--- src/rtl/dac_cmd_ctrl.sv ---
module dac_cmd_ctrl #(
  parameter int NCH = 8,
  parameter int CW  = 8
) (
  input  logic              clk,
  input  logic              rst_n,
  input  logic              cmd_valid,
  input  logic [15:0]       cmd_word,
  output logic [NCH*CW-1:0] code_out,
  output logic              wt_mode,
  output logic              pd_valid,
  output logic [15:0]       pd_word
);
  localparam int SW = $clog2(NCH);

  logic [CW-1:0] data_r [NCH];
  logic [CW-1:0] out_r  [NCH];
  logic [3:0]    op;
  logic [CW-1:0] code;
  logic [SW-1:0] sel;
  logic          is_pd;

  assign op    = cmd_word[15:12];
  assign code  = cmd_word[11:4];
  assign sel   = cmd_word[12 +: SW];
  assign is_pd = op == 4'b1101 || op == 4'b1110 || op == 4'b1111;

  for (genvar g = 0; g < NCH; g++) begin : g_pack
    assign code_out[g*CW +: CW] = out_r[g];
  end

  always_ff @(posedge clk) begin
    if (!rst_n) begin
      for (int i = 0; i < NCH; i++) begin
        data_r[i] <= '0;
        out_r[i]  <= '0;
      end
      wt_mode  <= 1'b0;
      pd_valid <= 1'b0;
      pd_word  <= '0;
    end else begin
      pd_valid <= 1'b0;
      if (cmd_valid) begin
        if (!cmd_word[15]) begin
          data_r[sel] <= code;
          if (wt_mode) out_r[sel] <= code;
        end else begin
          case (op)
            4'b1000: wt_mode <= 1'b0;
            4'b1001: wt_mode <= 1'b1;
            4'b1010:
              for (int i = 0; i < NCH; i++)
                if (cmd_word[i]) out_r[i] <= data_r[i];
            4'b1011: begin
              data_r[0] <= code;
              out_r[0]  <= code;
              for (int i = 1; i < NCH; i++) out_r[i] <= data_r[i];
            end
            4'b1100:
              for (int i = 0; i < NCH; i++) begin
                data_r[i] <= code;
                out_r[i]  <= code;
              end
            default: begin
              if (is_pd) begin
                pd_valid <= 1'b1;
                pd_word  <= cmd_word;
              end
            end
          endcase
        end
      end
    end
  end

  assert_idle_hold_R9: assert property (@(posedge clk) disable iff (!rst_n)
    !cmd_valid |=> $stable(code_out) && $stable(wt_mode) && !pd_valid);

  assert_wrm_no_output_R2: assert property (@(posedge clk) disable iff (!rst_n)
    cmd_valid && !cmd_word[15] && !wt_mode |=> $stable(code_out) && !wt_mode);

  assert_mode_set_R4: assert property (@(posedge clk) disable iff (!rst_n)
    cmd_valid && cmd_word[15:12] == 4'b1001 |=> wt_mode);

  assert_mode_clr_R4: assert property (@(posedge clk) disable iff (!rst_n)
    cmd_valid && cmd_word[15:12] == 4'b1000 |=> !wt_mode);

  assert_cha_keeps_mode_R6: assert property (@(posedge clk) disable iff (!rst_n)
    cmd_valid && cmd_word[15:12] == 4'b1011 |=>
      $stable(wt_mode) && code_out[CW-1:0] == $past(cmd_word[11:4]));

  assert_bcast_all_R7: assert property (@(posedge clk) disable iff (!rst_n)
    cmd_valid && cmd_word[15:12] == 4'b1100 |=> code_out == {NCH{$past(cmd_word[11:4])}});

  assert_pd_inert_R8: assert property (@(posedge clk) disable iff (!rst_n)
    cmd_valid && cmd_word[15:13] == 3'b111 |=>
      $stable(code_out) && $stable(wt_mode) && pd_valid && pd_word == $past(cmd_word));

  assert_pd_pulse_R8: assert property (@(posedge clk) disable iff (!rst_n)
    pd_valid |=> !pd_valid || $past(cmd_valid));
endmodule

--- config.mk ---
export PLATFORM = sky130hd
export DESIGN_NAME = dac_cmd_ctrl
export DESIGN_NICKNAME = d
export VERILOG_FILES = /design/src/rtl/dac_cmd_ctrl.sv
export SDC_FILE = /design/constraint.sdc
export NUM_CORES = 1
export LEC_CHECK = 0
export CORE_ASPECT_RATIO = 1.1
export CORE_MARGIN = 5
export CORE_UTILIZATION = 57
export CTS_BUF_LIST = sky130_fd_sc_hd__clkbuf_16
export CTS_CLUSTER_SIZE = 8
export DETAILED_ROUTE_END_ITERATION = 7
export PLACE_DENSITY = 0.89
export SLEW_MARGIN = 10
export SYNTH_ARGS = -nofsm -noshare
export SYNTH_HDL_FRONTEND = slang
export SYNTH_SLANG_ARGS = --single-unit
--- constraint.sdc ---
create_clock -name clk -period 5.7 [get_ports clk]
set_input_delay 1.14 -clock clk [delete_from_list [all_inputs] [get_ports clk]]
set_output_delay 1.14 -clock clk [all_outputs]
set_load 0.02 [all_outputs]
Word level (Yosys, flattened, before mapping)

Memories as Yosys holds them, arrays and structs flattened.
Index checks and enable logic that the tools add are counted.

Register bits after elaboration: 18
Input bits: 19
Logic and storage cells: 168
Memories kept: 2
RAM bits: 128

Memory list:

| name   | words | width | read ports | clocked after Yosys merged registers in | wr ports | line | text |
|---|---|---|---|---|---|---|---|
| data_r | 8     | 8     | 8          | 0                                       | 8        | 16   | `logic [CW-1:0] data_r [NCH];` |
| out_r  | 8     | 8     | 8          | 0                                       | 8        | 17   | `logic [CW-1:0] out_r [NCH];` |

Equality and inequality tests: 8
Bitwise operators: 37
Reductions and logical operators: 9
Mux-type cells: 109

Operators with widths:

| operator                              | count |
|---|---|
| 2-to-1 mux 8 bit                      | 35 |
| 2-to-1 mux 1 bit                      | 71 |
| bitwise OR 1 bit                      | 33 |
| == test 4 bit (second input constant) | 8 |
| OR reduction 8 bit                    | 3 |
| 2-to-1 mux 3 bit                      | 2 |
| OR reduction 5 bit                    | 1 |
| inverter 1 bit                        | 4 |
| AND reduction 4 bit                   | 1 |
| AND reduction 3 bit                   | 1 |
| logical OR 1 bit                      | 2 |
| one-hot mux 1 bit (2 select lines)    | 1 |
| nonzero test 2 bit                    | 1 |

Depth between registers and ports, before layout

Depth in word-level cells: 10
Mapped depth: 8

Worst setup path before layout

No wires, ideal clock.

Path type: input -> register
Start: in cmd_word[13]
End: mem data_r[3][0], enable pin
Stages on the path: 5
Arrival time: 2431 ps
Path slack: 2885 ps
Path buffers: 2
Cell sequence: buf_6 > clkbuf_1 > and2_1 > a21boi_0 > o21ai_0

RTL lines:

| item            | line | text |
|---|---|---|
| start, declared | 8    | `input logic [15:0] cmd_word,` |
| end, declared   | 16   |  |

==> flow_metrics.tcl <==
set metrics [dict create \
    path_class "input pin to flip-flop" \
    ys_seq_elements 146 \
    fin_crit_ps 4100 \
    synth_fp_nets 483 \
    r2r_end "out_r[1][6]$_DFFE_PP_" \
    rsz0062_at_grt "false" \
    fillCellCount 646 \
    arrival_ps 4370 \
    synth_flop_cell "edfxtp_1" \
    hold_viol 0 \
    min_path_type "flip-flop to flip-flop" \
    multi_input_area_um2 1770 \
    ys_warn_count 0 \
    rr_worst_depth 4 \
    antenna_found_initial 0 \
    drv_cap 0 \
    io_pins 101 \
    clk_latency_ps 420 \
    tightestPinTransition_ps 1230 \
    clkTransAtPathRegs_ps 60 \
    finalNetCount 567 \
    min_from "pd_word[10]$_SDFFE_PN0P_" \
    setup_viol 0 \
    die_area_um2 13000 \
    coreArea_um2 10500 \
    relSlewSlack 0.174 \
    htreeDepth 4 \
    holdWs_ps 453 \
    wl_um 14200 \
    die_h_um 119 \
    rrSetupSlack_ps 3390 \
    cts_resized 0 \
    cp-start-kind "input pin" \
    fmax_mhz 244 \
    drtPass1Iterations 8 \
    cts_buffers 17 \
    power.density_nw_per_um2 324 \
    port_buffers 100 \
    drc 0 \
    overflow 0 \
    peakVddDrop_uv 211 \
    area_growth_pct 25.3 \
    synthArstFlopShare 0 \
    rows 39 \
    vias 4180 \
    outcome "finished, final reports clean" \
    routedWlPerCell_um 20.2 \
    grt_pass1_wl_um 22500 \
    dp_hpwl_um 9240 \
    clock_path_buffers 2 \
    grt_max_degree 36 \
    place_ws_ps 1310 \
    ys_seq_area_frac 0.681 \
    drive_above_1_share 0.0642 \
    avgViaCountPerCell 5.94 \
    seqCellArea_um2 4200 \
    setup_ws_ps 1600 \
    drv_slew 0 \
    cts_setup_buffers 0 \
    crit_required_ps 5970 \
    hold_buffers 0 \
    first_iter_violations 519 \
    cts_num_sinks 146 \
    holdPathStages 2 \
    p_leak_nw 2.83 \
    fin_skew_ps 9.09 \
    track_usage 0.230 \
    cts_root_buffer "clkbuf_16" \
    first_global_vias 4111 \
    syn-cell-area_um2 6170 \
    die_x_um 109 \
    synth_edf_count 128 \
    diodes 0 \
    syn_inst 464 \
    gp_congestion 0.841 \
    min_to "pd_word[10]$_SDFFE_PN0P_" \
    avgSynthCellArea_um2 13.3 \
    cts_tree "done" \
    start_util 0.588 \
    period_share 0.719 \
    ant_nets 0 \
    cp_max_fo 35 \
    cp-end-kind "flip-flop" \
    setup-tns-final_ps 0 \
    regToRegStartpoint "wt_mode$_SDFFE_PN0P_" \
    synthDistinctLibCells 49 \
]
[how the worst max path moves through the flow]
stage / from / end / slack, ps / depth (start not counted)
global route: rst_n / out_r[1][6]$_DFFE_PP_ / 1370 / 5
finish: rst_n / out_r[1][6]$_DFFE_PP_ / 1600 / 5
CTS: rst_n / out_r[1][6]$_DFFE_PP_ / 1720 / 5
detailed placement: rst_n / out_r[1][3]$_DFFE_PP_ / 1310 / 5
floorplan: cmd_word[13] / data_r[3][0]$_DFFE_PP_ / 2880 / 5
global placement: rst_n / out_r[1][0]$_DFFE_PP_ / 1530 / 5
[per-layer routing]
metal / wire [um] / global-route usage
met5: 0 / 0
met4: 285 / 0.0889
met3: 1480 / 0.0731
met2: 7060 / 0.360
met1: 5420 / 0.301
[cell usage after synthesis, drive strengths merged, types with 2 or more instances]
cell / instances / area share
a21oi: 20 / 0.016
a22o: 56 / 0.079
a22oi: 7 / 0.0085
and2: 50 / 0.051
and3: 10 / 0.010
and4b: 2 / 0.0032
buf: 16 / 0.019
clkbuf: 21 / 0.013
dfxtp: 18 / 0.058
edfxtp: 128 / 0.62
inv: 2 / 0.0012
mux2i: 3 / 0.0049
nand2: 48 / 0.030
nand2b: 8 / 0.0081
nand3: 2 / 0.0016
nor2: 19 / 0.012
nor2b: 2 / 0.0020
nor3: 4 / 0.0032
nor4: 2 / 0.0045
o2111ai: 2 / 0.0028
o21ai: 20 / 0.016
o221ai: 2 / 0.0028
o31ai: 3 / 0.0036
or2: 2 / 0.0020
[cell families (layout without fill, tap and decap cells)]
family | count (synthesis) | in the layout | share of synthesized area
and+or+nand+nor | 154 | 154 | 0.135
DFF | 146 | 146 | 0.681
buffers and inverters | 39 | 136 | 0.0328
xor gates and xnor gates | 2 | 2 | 0.00284
muxes | 3 | 3 | 0.00487
AOI/OAI and AO/OA | 120 | 120 | 0.144
[worst max-delay path: stages]
cell and delay [ps]:
clkdlybuf4s50_1 1140, nand2_2 350, nor4_4 680, o21ba_1 770, a22o_1 280
[stage by stage]
step	utilization	power [mW]	std cells	instance area (um2)
2_1_floorplan	-	1.39	464	6170
3_3_place_gp	0.683	1.48	672	7170
3_5_place_dp	0.683	1.49	672	7170
4_1_cts	0.737	2.51	704	7730
5_1_grt	0.737	2.58	704	7730
6_report	0.737	2.50	704	7730
[final cells by class]
type / count / area share
Multi-Input combinational cell: 279 / 0.229
Clock buffer: 19 / 0.0615
Timing Repair Buffer: 102 / 0.131
Tap cell: 143 / 0.0231
Inverter: 2 / 0.000971
Sequential cell: 146 / 0.544
Clock inverter: 13 / 0.0105
[placed cells by master (no fill, tap or decap), types with 2 or more instances in the layout]
master           instances
a22oi_1                  7
clkinv_4                 4
nor2_1                  19
o221ai_1                 2
nor3_1                   4
dfxtp_1                 18
edfxtp_1               128
clkbuf_16               19
and4b_1                  2
and3_1                  10
clkdlybuf4s50_1        100
nand2_1                 47
buf_4                    2
inv_4                    5
inv_1                    4
o21ai_1                  5
mux2i_1                  3
a21oi_1                 20
nand2b_1                 8
o21ai_0                 15
inv_2                    2
nor2b_1                  2
nand3_1                  2
o2111ai_1                2
a22o_1                  56
o31ai_1                  2
and2_1                  50
[flip-flops by register name (all words and copies together), names as in the netlist]
name	flops
data_r	64
out_r	64
pd_valid	1
pd_word	16
wt_mode	1
[report_power, final]
| group | internal (mW) | leakage, nW | switching (mW) |
|---|---|---|---|
| combinational | 0.0849 | 1.09 | 0.137 |
| sequential | 1.23 | 1.44 | 0.0204 |
| clock | 0.605 | 0.292 | 0.425 |
(Power assumes the default switching activity.)
